File: config.mk
export PLATFORM = sky130hd
export DESIGN_NAME = logic_out_cell
export DESIGN_NICKNAME = d
export VERILOG_FILES = /design/src/rtl/lcell_pkg.sv /design/src/rtl/lcell_clk_select.sv /design/src/rtl/lcell_ctl_decode.sv /design/src/rtl/lcell_store.sv /design/src/rtl/logic_out_cell.sv
export SDC_FILE = /design/constraint.sdc
export NUM_CORES = 1
export LEC_CHECK = 0
export BUFFER_PORTS_ARGS = -buffer_cell sky130_fd_sc_hd__buf_2
export CAP_MARGIN = 10
export CORE_AREA = 4 4 41 43
export CTS_CLUSTER_DIAMETER = 80
export DETAILED_ROUTE_END_ITERATION = 7
export DIE_AREA = 0 0 45 47
export GPL_ROUTABILITY_DRIVEN = 0
export PLACE_DENSITY = 0.57
export RECOVER_POWER = 100
export SLEW_MARGIN = 20
export SYNTH_ARGS = -nofsm -noshare
export SYNTH_HDL_FRONTEND = slang
export SYNTH_HIERARCHICAL = 1
export SYNTH_SLANG_ARGS = --single-unit
File: constraint.sdc
create_clock -name clk -period 3.55 [get_ports clk]
set_clock_uncertainty 0.05 [all_clocks]
set_input_delay 0.5325 -clock clk [delete_from_list [all_inputs] [get_ports clk]]
set_output_delay 0.5325 -clock clk [all_outputs]
set_load 0.005 [all_outputs]
File: src/rtl/lcell_pkg.sv
package lcell_pkg;

    localparam int NUM_BLK_CLK = 4;

    typedef enum logic [1:0] {
        ST_DFF     = 2'd0,
        ST_TFF     = 2'd1,
        ST_LATCH   = 2'd2,
        ST_DFF_ALT = 2'd3
    } store_mode_e;

    typedef struct packed {
        logic init_req;
        logic ce;
        logic store_d;
        logic xor_val;
    } cell_ctl_t;

    function automatic logic edge_next(store_mode_e mode, logic cur, logic d);
        if (mode == ST_TFF) return cur ^ d;
        return d;
    endfunction

endpackage

File: src/rtl/lcell_clk_select.sv
module lcell_clk_select #(
    parameter int NBLK  = lcell_pkg::NUM_BLK_CLK,
    parameter int SEL_W = $clog2(NBLK + 4)
) (
    input  logic             clk,
    input  logic             rst,
    input  logic [NBLK-1:0]  blk_clk,
    input  logic             shared_clk,
    input  logic             term_clk,
    input  logic [SEL_W-1:0] sel,
    output logic             src_level,
    output logic             src_rise
);
    localparam int NPAD = 1 << SEL_W;
    localparam int NSRC = NBLK + 4;

    logic [NPAD-1:0] srcs;
    logic            prev_level;

    for (genvar j = 0; j < NPAD; j++) begin : g_src
        if (j < NBLK) begin : g_blk
            assign srcs[j] = blk_clk[j];
        end else if (j == NBLK) begin : g_shared
            assign srcs[j] = shared_clk;
        end else if (j == NBLK + 1) begin : g_true
            assign srcs[j] = term_clk;
        end else if (j == NBLK + 2) begin : g_comp
            assign srcs[j] = ~term_clk;
        end else begin : g_off
            assign srcs[j] = 1'b0;
        end
    end

    assign src_level = srcs[sel];

    always_ff @(posedge clk) begin
        if (rst) prev_level <= 1'b0;
        else     prev_level <= src_level;
    end

    assign src_rise = src_level & ~prev_level;

    // the last code is the off setting, so it never produces a rising event
    a_r6_off_no_event: assert property (@(posedge clk) disable iff (rst)
        (int'(sel) >= NSRC - 1) |-> !src_rise);

endmodule

File: src/rtl/lcell_ctl_decode.sv
module lcell_ctl_decode (
    input  logic                  logic_in,
    input  logic                  pad_in,
    input  logic                  shared_init,
    input  logic                  term_pt,
    input  logic                  cfg_invert,
    input  logic                  cfg_pad_sel,
    input  logic                  cfg_shared_init_en,
    input  logic                  cfg_term_is_ce,
    output lcell_pkg::cell_ctl_t  ctl
);
    always_comb begin
        ctl.xor_val  = logic_in ^ cfg_invert;
        ctl.store_d  = cfg_pad_sel ? pad_in : ctl.xor_val;
        ctl.init_req = (cfg_shared_init_en & shared_init) | (~cfg_term_is_ce & term_pt);
        ctl.ce       = cfg_term_is_ce ? term_pt : 1'b1;
    end

endmodule

File: src/rtl/lcell_store.sv
module lcell_store (
    input  logic                   clk,
    input  logic                   rst,
    input  lcell_pkg::store_mode_e mode,
    input  logic                   preset,
    input  logic                   init_req,
    input  logic                   ce,
    input  logic                   rise,
    input  logic                   gate,
    input  logic                   d,
    output logic                   q_view
);
    import lcell_pkg::*;

    logic q_reg;
    logic is_latch;

    assign is_latch = (mode == ST_LATCH);

    always_ff @(posedge clk) begin
        if (rst)                     q_reg <= preset;
        else if (init_req)           q_reg <= preset;
        else if (is_latch) begin
            if (gate && ce)          q_reg <= d;
        end else if (rise && ce)     q_reg <= edge_next(mode, q_reg, d);
    end

    always_comb begin
        if (init_req)                       q_view = preset;
        else if (is_latch && gate && ce)    q_view = d;
        else                                q_view = q_reg;
    end

    // D mode loads the data value on an enabled rising event
    a_r3_dff_load: assert property (@(posedge clk) disable iff (rst)
        (!init_req && ce && rise && (mode == ST_DFF)) |=> (q_reg == $past(d)));

    // T mode toggles on data 1
    a_r4_tff_toggle: assert property (@(posedge clk) disable iff (rst)
        (!init_req && ce && rise && (mode == ST_TFF)) |=> (q_reg == ($past(q_reg) ^ $past(d))));

    // without enable the state holds
    a_r10_hold_no_ce: assert property (@(posedge clk) disable iff (rst)
        (!init_req && !ce) |=> $stable(q_reg));

    // initialization loads the preset value
    a_r8_init_load: assert property (@(posedge clk) disable iff (rst)
        init_req |=> (q_reg == $past(preset)));

endmodule

File: src/rtl/logic_out_cell.sv
module logic_out_cell #(
    parameter int NBLK  = lcell_pkg::NUM_BLK_CLK,
    parameter int SEL_W = $clog2(NBLK + 4)
) (
    input  logic             clk,
    input  logic             rst,
    input  logic [NBLK-1:0]  blk_clk,
    input  logic             shared_clk,
    input  logic             term_clk,
    input  logic             logic_in,
    input  logic             pad_in,
    input  logic             shared_init,
    input  logic             term_pt,
    input  logic [SEL_W-1:0] cfg_clk_sel,
    input  logic [1:0]       cfg_mode,
    input  logic             cfg_invert,
    input  logic             cfg_pad_sel,
    input  logic             cfg_bypass,
    input  logic             cfg_preset,
    input  logic             cfg_shared_init_en,
    input  logic             cfg_term_is_ce,
    output logic             cell_q
);
    import lcell_pkg::*;

    cell_ctl_t ctl;
    logic      src_level;
    logic      src_rise;
    logic      q_view;

    lcell_clk_select #(.NBLK(NBLK), .SEL_W(SEL_W)) u_clk_sel (
        .clk        (clk),
        .rst        (rst),
        .blk_clk    (blk_clk),
        .shared_clk (shared_clk),
        .term_clk   (term_clk),
        .sel        (cfg_clk_sel),
        .src_level  (src_level),
        .src_rise   (src_rise)
    );

    lcell_ctl_decode u_decode (
        .logic_in           (logic_in),
        .pad_in             (pad_in),
        .shared_init        (shared_init),
        .term_pt            (term_pt),
        .cfg_invert         (cfg_invert),
        .cfg_pad_sel        (cfg_pad_sel),
        .cfg_shared_init_en (cfg_shared_init_en),
        .cfg_term_is_ce     (cfg_term_is_ce),
        .ctl                (ctl)
    );

    lcell_store u_store (
        .clk      (clk),
        .rst      (rst),
        .mode     (store_mode_e'(cfg_mode)),
        .preset   (cfg_preset),
        .init_req (ctl.init_req),
        .ce       (ctl.ce),
        .rise     (src_rise),
        .gate     (src_level),
        .d        (ctl.store_d),
        .q_view   (q_view)
    );

    assign cell_q = cfg_bypass ? ctl.xor_val : q_view;

    // an initialization request from either term forces the output at once
    a_r8_init_output: assert property (@(posedge clk) disable iff (rst)
        (!cfg_bypass && ((cfg_shared_init_en && shared_init) || (!cfg_term_is_ce && term_pt)))
        |-> (cell_q == cfg_preset));

    // bypass shows the XOR of the logic input
    a_r12_bypass_out: assert property (@(posedge clk) disable iff (rst)
        cfg_bypass |-> (cell_q == (logic_in ^ cfg_invert)));

endmodule

Word level (Yosys, flattened, before mapping)

Cells that the tools add are included.

$lt $le $gt $ge: 1
Equality and inequality tests: 3
Muxes and demuxes: 19
Bitwise logic cells: 9
Reductions and logical operators: 6

Operators with widths:

| kind               | count |
|---|---|
| $mux 1             | 18 |
| $logic_and 1x1->1  | 4 |
| $lt 3x4->1 const B | 1 |
| $ne 4x3->1 const B | 1 |
| $reduce_bool 4->1  | 1 |
| $and 1x1->1        | 3 |
| $bmux 1 s3         | 1 |
| $not 1->1          | 3 |
| $eq 2x1->1 const B | 1 |
| $eq 2x2->1 const B | 1 |
| $reduce_and 2->1   | 1 |
| $xor 1x1->1        | 2 |
| $or 1x1->1         | 1 |

Flip-flop bits (word level): 2
Input port bits: 23
Output and inout port bits: 1

Logic depth before layout (Yosys ltp)

Gate-level depths: netlist of run 1.

Depth in word-level cells: 14
Gate-level depth with buffers: 7
Depth with buffers taken out: 7

Hierarchy

Netlist of run 1, hierarchy kept.

Modules (own cells, without submodules):

| module           | times used | cells an instance | area an instance (sq um) | seq. area each (sq um) |
|---|---|---|---|---|
| lcell_store      | 1          | 13                | 102.6                    | 30.0 |
| lcell_clk_select | 1          | 12                | 97.6                     | 20.0 |
| lcell_ctl_decode | 1          | 6                 | 36.3                     | 0.0 |
| logic_out_cell   | 1          | 1                 | 15.0                     | 0.0 |

Worst setup path after synthesis of run 1

OpenSTA, ideal clock, no wires.

Path type: input-to-output
Start point: input cfg_clk_sel[0]
End point: output cell_q
Arrival: 1,646 ps
Data required time: 2,967 ps
Setup slack: 1,322 ps
Cell stages on the path: 7
Path buffers: 0
Cell sequence: nor4b_1 a31o_1 nor2_1 nand4b_1 mux2i_1 o21ai_1 mux2_4

Longest elaborated chain between the ends: 7

Ends and longest elaborated chain:

| what                            | line                   | source |
|---|---|---|
| start: declaration              | logic_out_cell.sv:14   | `input logic [SEL_W-1:0] cfg_clk_sel,` |
| $bmux 1 s3                      | lcell_clk_select.sv:34 | `assign src_level = srcs[sel];` |
| $mux 1 (implied by the code)    | lcell_clk_select.sv:34 |  |
| named net src_level             | logic_out_cell.sv:27   | `logic src_level;` |
| $logic_and 1x1->1 (2 in series) | lcell_store.sv:30      | `else if (is_latch && gate && ce) q_view = d;` |
| $mux 1                          | lcell_store.sv:30      |  |
| $mux 1                          | lcell_store.sv:29      | `if (init_req) q_view = preset;` |
| named net q_view                | logic_out_cell.sv:29   | `logic q_view;` |
| $mux 1                          | logic_out_cell.sv:67   | `assign cell_q = cfg_bypass ? ctl.xor_val : q_view;` |
| end: declaration                | logic_out_cell.sv:22   | `output logic cell_q` |

The timed path passes the listed nets, and every way through them passes these cells. The select of a mux whose other input is x is not followed.

Worst setup path after layout of run 1

Start point: input cfg_clk_sel[1]
End point: output cell_q

Same word-level chain as after synthesis.

==> out/qor.yml, run 1 <==
min_path_cells: 2
clockPowerShare_pct: 45.3
row_count: 13
ir_drop_uv: 135.7
dieArea_um2: 2115
synth_area_leaders: "mux2i_1, edfxtp_1, dfxtp_1"
port_buffers: 23
syn_nets: 55
cp.required_ns: 2.97
dp.cells: 70
start_util_pct: 19.33
grt_setup_unrepaired: "no"
crit_arrival_ns: 2.02
power-per-cell-area_nw_per_um2: 303.1
netSwitchingPower_uw: 32.94
syn_area_um2: 251.5
cts_hold_buf: 0
layout.nets: 83
syn_avg_cell_area_um2: 7.859
intPower_uw: 91.45
min_period_ns: 2.599
r2r-start: "u_store/q_reg"
fp.dieW_um: 45
path_clk_slew_ns: 0.03
avgViaCountPerCell: 4.284
antenna_left: 0
setup_viol: 0
utilization_pct: 31.54
grt_pass1_wl_mm: 1.104
yosys.area.top_type: "mux2i_1"
die_h_um: 47
synthAdderAreaFrac_pct: 0
hold_violations: 0
dp_hpwl_um: 588.6
insertion_delay_ns: 0.23
seqPwrFrac_pct: 23.2
hold_end: "u_clk_sel/prev_level"
clockRootBuffer: "clkbuf_4"
crit_fanout: 4
multi_input_area_um2: 190.2
grt_max_degree: 5
synth_top_family_by_area: "multiplexers"
grt_overflow: 0
seq_area_um2: 50.05
yosysWarnings: 6
pre_cts_ws_ns: 0.9700
synth-seq-area-share_pct: 19.90
fin_crit_sh_pct: 73.21
cts_buffer_depth: 2
drt_iter0_drc: 5
ys_top_cells_by_count: "mux2i_1, nor2_1, inv_1, nand2_1"
grt_usage_pct: 7.583
setup_slack_ns: 0.9511
boundaryPins: 24
async_reset_ff_share_pct: 0
routedWlPerCell_um: 9.419
path_class: "in2out"
startpoint_type: "input port"
synth_edf_count: 1
report.final.slew_viol_count: 0
ff2ff_path_depth: 3
share_comb_of_total_power_pct: 31.5
fin_setup_tns_ns: 0
leakage_uw: 0.0002143
cts_resized: 0
min_path_type: "in2reg"
postSynthCellCount: 32
worst_slew_margin_rel_pct: 77.14
cp-end-kind: "output port"
drv_cap: 0
cts_num_sinks: 2
r2r_end: "u_store/q_reg"
synthXorXnorAreaFrac_pct: 6.965
yosys.area_share.simple_pct: 26.37
drive_gt1_share_pct: 45.76
drtPass1Iterations: 2
post-cts-setup-buffers: 0
min-delay-start: "rst"
swShare_pct: 26.48
drc_errors: 0
finalPower_uw: 124.4
cts_tree: "done"
nFillCells: 145
worst_pin_slew_ns: 0.3392
synth.mux.area_fraction_pct: 26.37
synth_cell_types: 20
fp.coreArea_um2: 1301
max_freq_ghz: 0.3848
synthFlopType: "edfxtp_1"
grt_pass1_vias: 308
diodes: 0
synth.top_cell.area_share_pct: 15.92
num_vias: 317
cts_buffers: 3
synth-compound-area-share_pct: 15.92
ys_ff_latch: 2
routed_wl_um: 697
htree_num_levels: 1
rrSetupSlack_ns: 2.49
antenna_found_initial: 0
status: "completed"
area_growth_pct: 63.18
instances_no_fill: 74
[power groups by stage]
stage               Clock (µW)  Combinational, µW  Sequential [µW]
detailed placement           0               39.6             28.9
floorplan                    0               21.5             28.4
global placement             0               39.4             28.8
CTS                       58.8               40.1             28.7
finish                    56.4               39.2             28.8
global route              62.9               44.8             29.0
[area by class of cell]
class                      instances  share of cell area [%]
multi-input combinational         27                   46.34
inverter                           3                   2.744
sequential                         2                   12.20
tap                               15                   4.573
clock buffer                       4                   6.402
timing repair buffer              23                   27.74
[cell families after synthesis]
kind of cell,Yosys count
and+or+nand+nor,13
AOI/OAI and AO/OA,6
muxes,6
buffers and inverters,3
xor gates and xnor gates,2
DFF,2
[per-stage QoR]
step	area, µm²	hold slack [ns]
after floorplan	251.5	0.5618
after global placement	385.4	0.6257
after detailed placement	385.4	0.6260
after CTS	411.6	0.4404
after global routing	410.4	0.4492
final	410.4	0.4484
[layer usage]
metal	GRT usage (%)	vias to the layer above	part of all wire [%]
met3	4.598	2	12
met4	5.263	0	1.1
li1	-	171	-
met5	0	-	0
met2	10.17	14	42
met1	8.864	130	44
[worst max path at each step]
stage	startpoint	to	slack, ns	cells past startpoint
final	cfg_clk_sel[1]	cell_q	0.95	9
after detailed placement	cfg_clk_sel[0]	cell_q	0.97	9
after floorplan	cfg_clk_sel[0]	cell_q	1.32	7
after CTS	cfg_clk_sel[0]	cell_q	0.96	9
after global routing	cfg_clk_sel[1]	cell_q	0.72	9
after global placement	cfg_clk_sel[0]	cell_q	0.95	9
[placed cells by master, fill, tap and decap left out]
cell	n
nand3b_1	1
nand2_1	3
nor4b_1	1
mux2_4	1
clkbuf_1	2
a21oi_1	1
o211ai_1	1
nand3_1	1
edfxtp_1	1
inv_1	3
mux2_2	1
xor2_1	2
mux2i_1	4
nor2_1	4
nand4b_1	1
o21ai_0	2
o2bb2ai_1	1
dfxtp_1	1
buf_2	22
nor3_1	2
clkbuf_4	3
a31o_1	1
[worst max-delay path: stages]
cell	delay, ns
clkbuf_1	0.13
nor4b_1	0.30
a31o_1	0.18
nor2_1	0.05
nand4b_1	0.14
mux2i_1	0.20
o21ai_0	0.09
mux2_4	0.27
buf_2	0.12
Power figures use the tool's default switching activity.
==> inputs of run 2 (changes only) <==
ABC_AREA = 1   (was default)
PLACE_DENSITY = 0.62   (was 0.57)
clock period = 2.7 ns   (was 3.55 ns; I/O delays follow)
==> out/qor.yml, run 2 <==
status: "completed"  # unchanged
report.final.slew_viol_count: 0  # unchanged
max_freq_ghz: 0.5072
grt_usage_pct: 9.234  # was 7.583%
path_class: "in2out"  # unchanged
grt_pass1_wl_mm: 1.380  # was 1.104 mm
placed_cell_area_um2: 446.7  # was 385.4 µm²
hold_violations: 0  # unchanged
fp.dieW_um: 45  # unchanged
leakage_uw: 0.0003129  # was 0.0002143 µW
worst_pin_slew_ns: 0.3449  # was 0.3392 ns
row_count: 13  # unchanged
routed_wl_um: 794  # was 697 µm
layout.nets: 115  # was 83
ys_ff_latch: 2  # unchanged
slowest_stage: "clkbuf_1"  # was nor4b_1
synth-seq-area-share_pct: 16.00  # was 19.90%
worst_path_largest_cell_delay_ns: 0.13  # was 0.30 ns
syn_avg_cell_area_um2: 4.888  # was 7.859 µm²
postLayoutCellArea_um2: 469.2  # was 410.4 µm²
fin_crit_sh_pct: 73.02
yosys.area.top_type: "nand2_1"  # was mux2i_1
grt_setup_unrepaired: "no"  # unchanged
async_reset_ff_share_pct: 0  # unchanged
synth_cell_types: 14  # was 20
startpoint_type: "input port"  # unchanged
pre_cts_ws_ns: 0.7542  # was 0.9700 ns
syn_nets: 87  # was 55
rrSetupSlack_ns: 1.70  # was 2.49 ns
worst_slew_margin_rel_pct: 76.77  # was 77.14%
htree_num_levels: 1  # unchanged
seq_area_um2: 50.05  # unchanged
power-per-cell-area_nw_per_um2: 359.1  # was 303.1 nW/µm²
setup_viol: 0  # unchanged
boundaryPins: 24  # unchanged
grt_pass1_vias: 419  # was 308
cp.required_ns: 2.25  # was 2.97 ns
hold_end: "u_clk_sel/prev_level"  # unchanged
ir_drop_uv: 148.0  # was 135.7 µV
avgViaCountPerCell: 4.160  # was 4.284
r2r-start: "u_clk_sel/prev_level"  # was u_store/q_reg
path_clk_slew_ns: 0.03  # about the same
start_util_pct: 24.04  # was 19.33%
cts_tree: "done"  # unchanged
nFillCells: 154  # was 145
synth_edf_count: 1  # unchanged
cts_buffer_depth: 2  # unchanged
cts_hold_buf: 0  # unchanged
instances_no_fill: 106  # was 74
min_path_type: "in2reg"  # unchanged
drive_gt1_share_pct: 28.57  # was 45.76%
diodes: 0  # unchanged
syn_area_um2: 312.8  # was 251.5 µm²
grt_max_degree: 5  # unchanged
cts_buffers: 3  # unchanged
crit_chain: "clkbuf_1 > inv_1 > nand2_1 > nand3_1 > nand2_1 > nand2_1 > nand2_1 > nand2_1 > inv_1 > nand2_1 > nand2_1 > nand3_1 > nand2_1 > nand2_1 > nand2_1 > buf_2"  # was clkbuf_1 > nor4b_1 > a31o_1 > nor2_1 > nand4b_1 > mux2i_1 > o21ai_0 > mux2_4 > buf_2
dp.cells: 102  # was 70
routedWlPerCell_um: 7.491  # was 9.419 µm
cts_num_sinks: 2  # unchanged
crit_fanout: 4  # unchanged
cp-end-kind: "output port"  # unchanged
ff2ff_path_depth: 3  # unchanged
antenna_left: 0  # unchanged
clockRootBuffer: "clkbuf_4"  # unchanged
drt_iter0_drc: 2  # was 5
dieArea_um2: 2115  # unchanged
fp.coreArea_um2: 1301  # unchanged
yosysWarnings: 6  # unchanged
cts_resized: 0  # unchanged
insertion_delay_ns: 0.23  # about the same
crit_arrival_ns: 1.52  # was 2.02 ns
postSynthCellCount: 64  # was 32
drc_errors: 0  # unchanged
port_buffers: 23  # unchanged
r2r_end: "u_store/q_reg"  # unchanged
antenna_found_initial: 0  # unchanged
drv_cap: 0  # unchanged
drtPass1Iterations: 4  # was 2
synth_most_common_cell: "nand2_1"
min-delay-start: "rst"  # unchanged
utilization_pct: 36.06  # was 31.54%
final_common_cell: "nand2_1"  # was buf_2
dp_hpwl_um: 709.4  # was 588.6 µm
final_cell_mix: "nand2_1, buf_2, inv_1"  # was buf_2, nor2_1, mux2i_1
synthFlopType: "edfxtp_1"  # unchanged
die_h_um: 47  # unchanged
grt_overflow: 0  # unchanged
ys_top_cells_by_count: "nand2_1, inv_1, nand3_1"  # was mux2i_1, nor2_1, inv_1, nand2_1
area_growth_pct: 50.00  # was 63.18%
cp_common_cell: "nand2_1"
synth.top_cell.area_share_pct: 30.00  # was 15.92%
multi_input_area_um2: 196.4  # was 190.2 µm²
setup_slack_ns: 0.7284  # was 0.9511 ns
min_period_ns: 1.972
min_path_cells: 2  # unchanged
num_vias: 441  # was 317
fin_setup_tns_ns: 0  # unchanged
synth_area_leaders: "nand2_1, inv_1, nand3_1"  # was mux2i_1, edfxtp_1, dfxtp_1
post-cts-setup-buffers: 0  # unchanged
run 2: layout make-up:
type / instances / share of cell area, %
inverters: 17 / 13.60
repair buffers: 23 / 24.27
well taps: 15 / 4.000
flip-flops and latches: 2 / 10.67
clock buffers: 4 / 5.600
multi-input cells: 45 / 41.87
run 2: worst max path at each step:
stage | from | endpoint | slack (ns) | depth (start not counted)
finish | cfg_clk_sel[0] | cell_q | 0.73 | 16
CTS | cfg_clk_sel[0] | cell_q | 0.75 | 13
detailed placement | cfg_clk_sel[0] | cell_q | 0.75 | 13
global route | cfg_clk_sel[0] | cell_q | 0.45 | 16
global placement | cfg_clk_sel[0] | cell_q | 0.79 | 13
floorplan | cfg_clk_sel[1] | cell_q | 1.09 | 13
run 2: cells by family after synthesis:
group	Yosys count	share of synthesized area, %
AO/OA/AOI/OAI	6	10.40
buffers and inverters	17	20.40
flip-flops	2	16.00
AND/OR/NAND/NOR	39	53.21
run 2: worst max-delay path: cells and delay by family:
kind / cells / cell delay (ns)
buffers and inverters: 4 / 0.38
and+or+nand+nor: 12 / 0.72
run 2: where the power goes:
part | leakage [µW] | internal [µW] | switching, µW
clock network | 0.0000150 | 55.2 | 21.1
registers | 0.0000187 | 35.9 | 1.85
logic | 0.000279 | 26.2 | 28.3
run 2: per-layer routing:
metal | GRT usage, % | share of wire, %
met1 | 9.524 | 42
met4 | 10.53 | 0
met2 | 15.25 | 46
met3 | 1.149 | 11
met5 | 0 | 0
run 2: stage by stage:
| stage | hold WS, ns | total power [µW] |
|---|---|---|
| floorplan | 0.4241 | 69.26 |
| global placement | 0.5496 | 93.02 |
| detailed placement | 0.5495 | 94.10 |
| CTS | 0.3064 | 173.8 |
| global route | 0.3220 | 190.2 |
| finish | 0.3195 | 168.5 |
